**config.mk**
```make
export PLATFORM = sky130hd
export DESIGN_NAME = sc_deact_seq
export DESIGN_NICKNAME = d
export VERILOG_FILES = /design/src/rtl/sc_deact_seq.sv
export SDC_FILE = /design/constraint.sdc
export NUM_CORES = 1
export LEC_CHECK = 0
export BUFFER_PORTS_ARGS = -buffer_cell sky130_fd_sc_hd__buf_2
export CELL_PAD_IN_SITES_DETAIL_PLACEMENT = 2
export CELL_PAD_IN_SITES_GLOBAL_PLACEMENT = 2
export CORE_MARGIN = 8
export CORE_UTILIZATION = 33
export DETAILED_ROUTE_END_ITERATION = 10
export PLACE_DENSITY = 0.76
export SYNTH_ARGS = -nofsm -noshare
export SYNTH_HDL_FRONTEND = slang
export SYNTH_SLANG_ARGS = --single-unit
```
**constraint.sdc**
```tcl
create_clock -name clk -period 2.3 [get_ports clk]
set_input_delay 0.23 -clock clk [delete_from_list [all_inputs] [get_ports clk]]
set_output_delay 0.23 -clock clk [all_outputs]
set_load 0.05 [all_outputs]
```
**src/rtl/sc_deact_seq.sv**
```systemverilog
module sc_deact_seq #(
  parameter int SYNC_STAGES = 2,
  parameter int NUM_LINES   = 4
) (
  input  logic clk,
  input  logic rst_n,
  input  logic tick,
  input  logic card_present,
  input  logic pd_req,
  input  logic act_done,
  output logic card_rst,
  output logic card_clk_en,
  output logic card_tx,
  output logic card_vcc_en,
  output logic busy,
  output logic done
);
  localparam int SW = $clog2(NUM_LINES);
  localparam logic [SW-1:0] LAST = SW'(NUM_LINES - 1);

  logic [SYNC_STAGES-1:0] pres_sync;
  logic                   pres_q;
  logic [NUM_LINES-1:0]   lines;
  logic [SW-1:0]          step;
  logic                   removal, start;

  always_ff @(posedge clk or negedge rst_n)
    if (!rst_n) pres_sync <= '0;
    else        pres_sync <= {pres_sync[SYNC_STAGES-2:0], card_present};

  always_ff @(posedge clk or negedge rst_n)
    if (!rst_n) pres_q <= 1'b0;
    else        pres_q <= pres_sync[SYNC_STAGES-1];

  assign removal = pres_q & ~pres_sync[SYNC_STAGES-1];
  assign start   = (removal | pd_req) & ~busy;

  always_ff @(posedge clk or negedge rst_n) begin
    if (!rst_n) begin
      lines <= '0;
      step  <= '0;
      busy  <= 1'b0;
      done  <= 1'b0;
    end else begin
      done <= 1'b0;
      if (start) begin
        busy <= 1'b1;
        step <= '0;
      end else if (busy && tick) begin
        lines[step] <= 1'b0;
        step        <= step + 1'b1;
        if (step == LAST) begin
          busy <= 1'b0;
          done <= 1'b1;
        end
      end else if (act_done && !busy) begin
        lines <= '1;
      end
    end
  end

  assign card_rst    = lines[0];
  assign card_clk_en = lines[1];
  assign card_tx     = lines[2];
  assign card_vcc_en = lines[NUM_LINES-1];
endmodule


```
# Word-level counts from Yosys, hierarchy flattened
# Cells that the tools add are included.
[op_classes]
add_sub_neg = 1
magnitude_cmp = 2
eq_ne = 1
mux = 12
bitwise_logic = 8
n_reduce_logical = 9
[ops]
columns = ["operator", "n"]
rows = [
  ["4-bit two-way mux", 2],
  ["1-bit two-way mux", 7],
  ["2-bit nonzero test", 3],
  ["4-bit bitwise AND", 1],
  ["2-bit two-way mux", 2],
  ["4-bit NOT", 1],
  ["2-bit AND reduction", 2],
  ["1-bit logical AND", 3],
  ["2-bit by 3-bit less-than comparator with 1-bit output (second input constant)", 1],
  ["1-bit NOT", 3],
  ["2-bit by 1-bit adder with 2-bit output (second input constant)", 1],
  ["1-bit bitwise AND", 2],
  ["1-bit demux with 2-bit select", 1],
  ["2-bit equality test (second input constant)", 1],
  ["2-bit by 1-bit greater-or-equal comparator with 1-bit output (second input constant)", 1],
  ["1-bit zero test", 1],
  ["1-bit OR", 1],
]
[totals]
reg_bits = 11
inputBits = 6
out_inout_bits = 6
word_cells = 39

# Longest topological paths before layout
[logic_depth]
ltp_word = 7
ltp_mapped = 4
mapped_depth_nobuf = 4

# Worst setup path after synthesis
# No wires, ideal clock.
[synth_path]
path_type = "register -> register"
start = "reg step[0]"
end = "reg step[1]"
setup_time_ns = 0.122
arrival_time_ns = 1.176
slack_ns = 1.002
path_stages_with_launch = 5
path_buffers = 0
synth_period_minus_slack_ns = 1.298
path_cell_list = "dfrtp_1 > inv_1 > ha_1 > mux2_4 > a32o_1"
[synth_between]
elab_chain_cells = 3
[synth_lines]
columns = ["element", "line_no", "text"]
rows = [
  ["start: declaration", "24", "logic [SW-1:0] step;"],
  ["start signal: assignment", "51", "step <= step + 1'b1;"],
  ["2-bit by 1-bit adder with 2-bit output", "51", ""],
  ["2-bit two-way mux", "49", "end else if (busy && tick) begin"],
  ["2-bit two-way mux", "46", "if (start) begin"],
]
# Every way passes these cells. The select of a mux whose other input is x is not followed.
# A chain may end at the register's enable or synchronous reset.

# Worst setup path after layout
# Same ends and word-level chain as after synthesis.

==> impl_metrics.toml <==
[sta]
whs_ns = 0.0610
slew_viol_final = 0
max_slew_margin_pct = 80.5
tns_ns = 0
fin_crit_sh_pct = 60.3
tightest_slew_ns = 0.292
fmax_ghz = 0.721
min_period_ns = 1.39
rsz0062_at_grt = "no"
setup_violations = 0
finClkSkew_ns = 0.00408
hold_viol = 0

[routing]
wirelength_um = 1080
wl_per_cell_um = 16.9
vias = 333
drt_pre_antenna_iters = 4
first_iter_violations = 3
drc_errors = 0
vias_per_cell = 5.20
ant_nets = 0

[logic_synthesis]
synth_simple_gate_area_share_pct = 7.10
synthAdderAreaFrac_pct = 10.9
synthCells = 33
synth_xor_area_share_pct = 1.91
synth_area_um2 = 458
syn_nets = 43
synth.distinct_cells = 10
yosys_warnings = 0
ys_seq_area_share_pct = 60.1
synthMuxAreaShare_pct = 3.28
yosys_register_bits = 11
synth_top_family_by_area = "compound AO/OA/AOI/OAI gates"
synth-compound-area-share_pct = 14.2
synth.avg_cell_area_um2 = 13.9

[cells_and_area]
area_growth_pct = 24.0
diodes = 0
utilization_pct = 43.7
nFillCells = 143
drive_gt1_share_pct = 32.7
fin_nets = 60
layout_common_cells = "11 x dfrtp_1, 11 x buf_2, 6 x a32o_1, 4 x nand3_1, 4 x ha_1"

[placed_design]
place.gp.congestion = 0.689
io_buffers = 11
dp_hpwl_um = 835

[setup_path]
arrival_ns = 1.56
cp_top_family = "flip-flops"
cpPeakStageDelay_ns = 0.43
cp_cell_sequence = "inv_1 > ha_1 > mux2_4 > a32o_1"
critPathRequiredTime_ns = 2.47
path_class = "reg2reg"
slowest_stage = "dfrtp_1"
worstSetupStartpointType = "register"
crit_path_max_fanout = 5
end_kind = "register"
worst-path-buf-inv = 1

[grt]
grt_overflow_total = 0
grt_max_degree = 12
antenna_found_initial = 0
grt_first_pass_wirelength_um = 1880
grt_pass1_vias = 388
grt_use_total_pct = 9.33

[pwr]
power_per_cell_area_mw_per_mm2 = 1390
ir_drop_v = 0.000569
p_leak_uw = 0.000287

[die]
coreArea_mm2 = 0.00130
start_util_pct = 35.2
die_w_um = 53.3
die_y_um = 53.3
rows = 13
pin_count = 12
die-area_mm2 = 0.00284

[clock_network]
clkLatencyLatePin_ns = 0.28
postCtsSetupBuffers = 0
clkTransAtPathRegs_ns = 0.07
cts_tree = "yes"
clockBufferDepth = 2
cts_sinks = 11
cts-buffers-inserted = 3
clock_tree.root_cell = "clkbuf_4"
htree_levels = 1

[job]
drv_cap = 0

[hold_path]
min_path_type = "in2reg"

[status]
status = "finished clean"
layer usage:
metal | vias to the layer above | wire, um | share of wire [%] | GRT usage, %
li1 | 153 | - | - | -
met1 | 166 | 447 | 41 | 10.7
met2 | 11 | 515 | 48 | 14.3
met3 | 3 | 100 | 9.2 | 3.92
met4 | 0 | 21 | 1.9 | 5.04
met5 | - | 0 | 0 | 0
flip-flops by register name (all words and copies together) (netlist names):
signal / cells
busy: 1
done: 1
lines: 4
pres_q: 1
pres_sync: 2
step: 2
Yosys cell counts:
master    count  share of area [%]
inv_1         3                2.5
nand3_1       4                4.4
a32o_1        6                 13
mux2_4        1                3.3
nand2b_1      1                1.4
xor2_1        1                1.9
nor2_2        1                1.4
dfrtp_1      11                 60
ha_1          4                 11
a21oi_1       1                1.1
per-stage QoR:
step                      setup slack [ns]  power [uW]  cell area [um^2]  std cells
after floorplan                       1.00         557               458         33
after global placement               0.990         630               532         59
after detailed placement             0.908         658               532         59
after CTS                            0.902         797               568         64
after global routing                 0.842         838               568         64
final                                0.913         788               568         64
cell type report:
class	instances	area, um^2	area share (%)
Inverter	3	11.3	1.98
Tap cell	15	18.8	3.30
Multi-Input combinational cell	19	171	30.2
Sequential cell	11	275	48.5
Clock buffer	4	26.3	4.63
Timing Repair Buffer	12	65.1	11.5
report_power, final:
part / total, uW / switching [uW] / internal (uW)
registers: 306 / 55.2 / 251
logic: 344 / 224 / 120
clock network: 138 / 70.6 / 67.3
worst paths after layout:
path / startpoint / end / slack, ns / depth (start not counted)
worst max-delay path: step[0]$_DFFE_PN0P_ / step[1]$_DFFE_PN0P_ / 0.91 / 4
worst min-delay path: card_present / pres_sync[0]$_DFF_PN0_ / 0.06 / 1
worst max register to register: step[0]$_DFFE_PN0P_ / step[1]$_DFFE_PN0P_ / 0.91 / 4
worst min register to register: pres_sync[0]$_DFF_PN0_ / pres_sync[1]$_DFF_PN0_ / 0.36 / 0
max in group asynchronous: rst_n / done$_DFF_PN0_ / 1.75 / 2
min in group asynchronous: rst_n / lines[2]$_DFFE_PN0P_ / 0.34 / 2
worst register-to-register path: stages (launching register included):
cell and delay, ns:
dfrtp_1 0.43, inv_1 0.09, ha_1 0.30, mux2_4 0.26, a32o_1 0.20
logic make-up (layout without fill, tap and decap cells):
logic type,after synthesis,after routing
AO/OA/AOI/OAI,7,7
XOR/XNOR,1,1
adder cells (fa/ha/maj),4,4
buffers and inverters,3,19
flip-flops,11,11
multiplexers,1,1
AND/OR/NAND/NOR,6,6
timing repair:
item | CTS | global route
hold buffers | 1 | 0
gates resized for setup | 0 | 0
hold endpoints to repair | 11 | 0
Note: power is estimated with default switching activity, not from simulation.
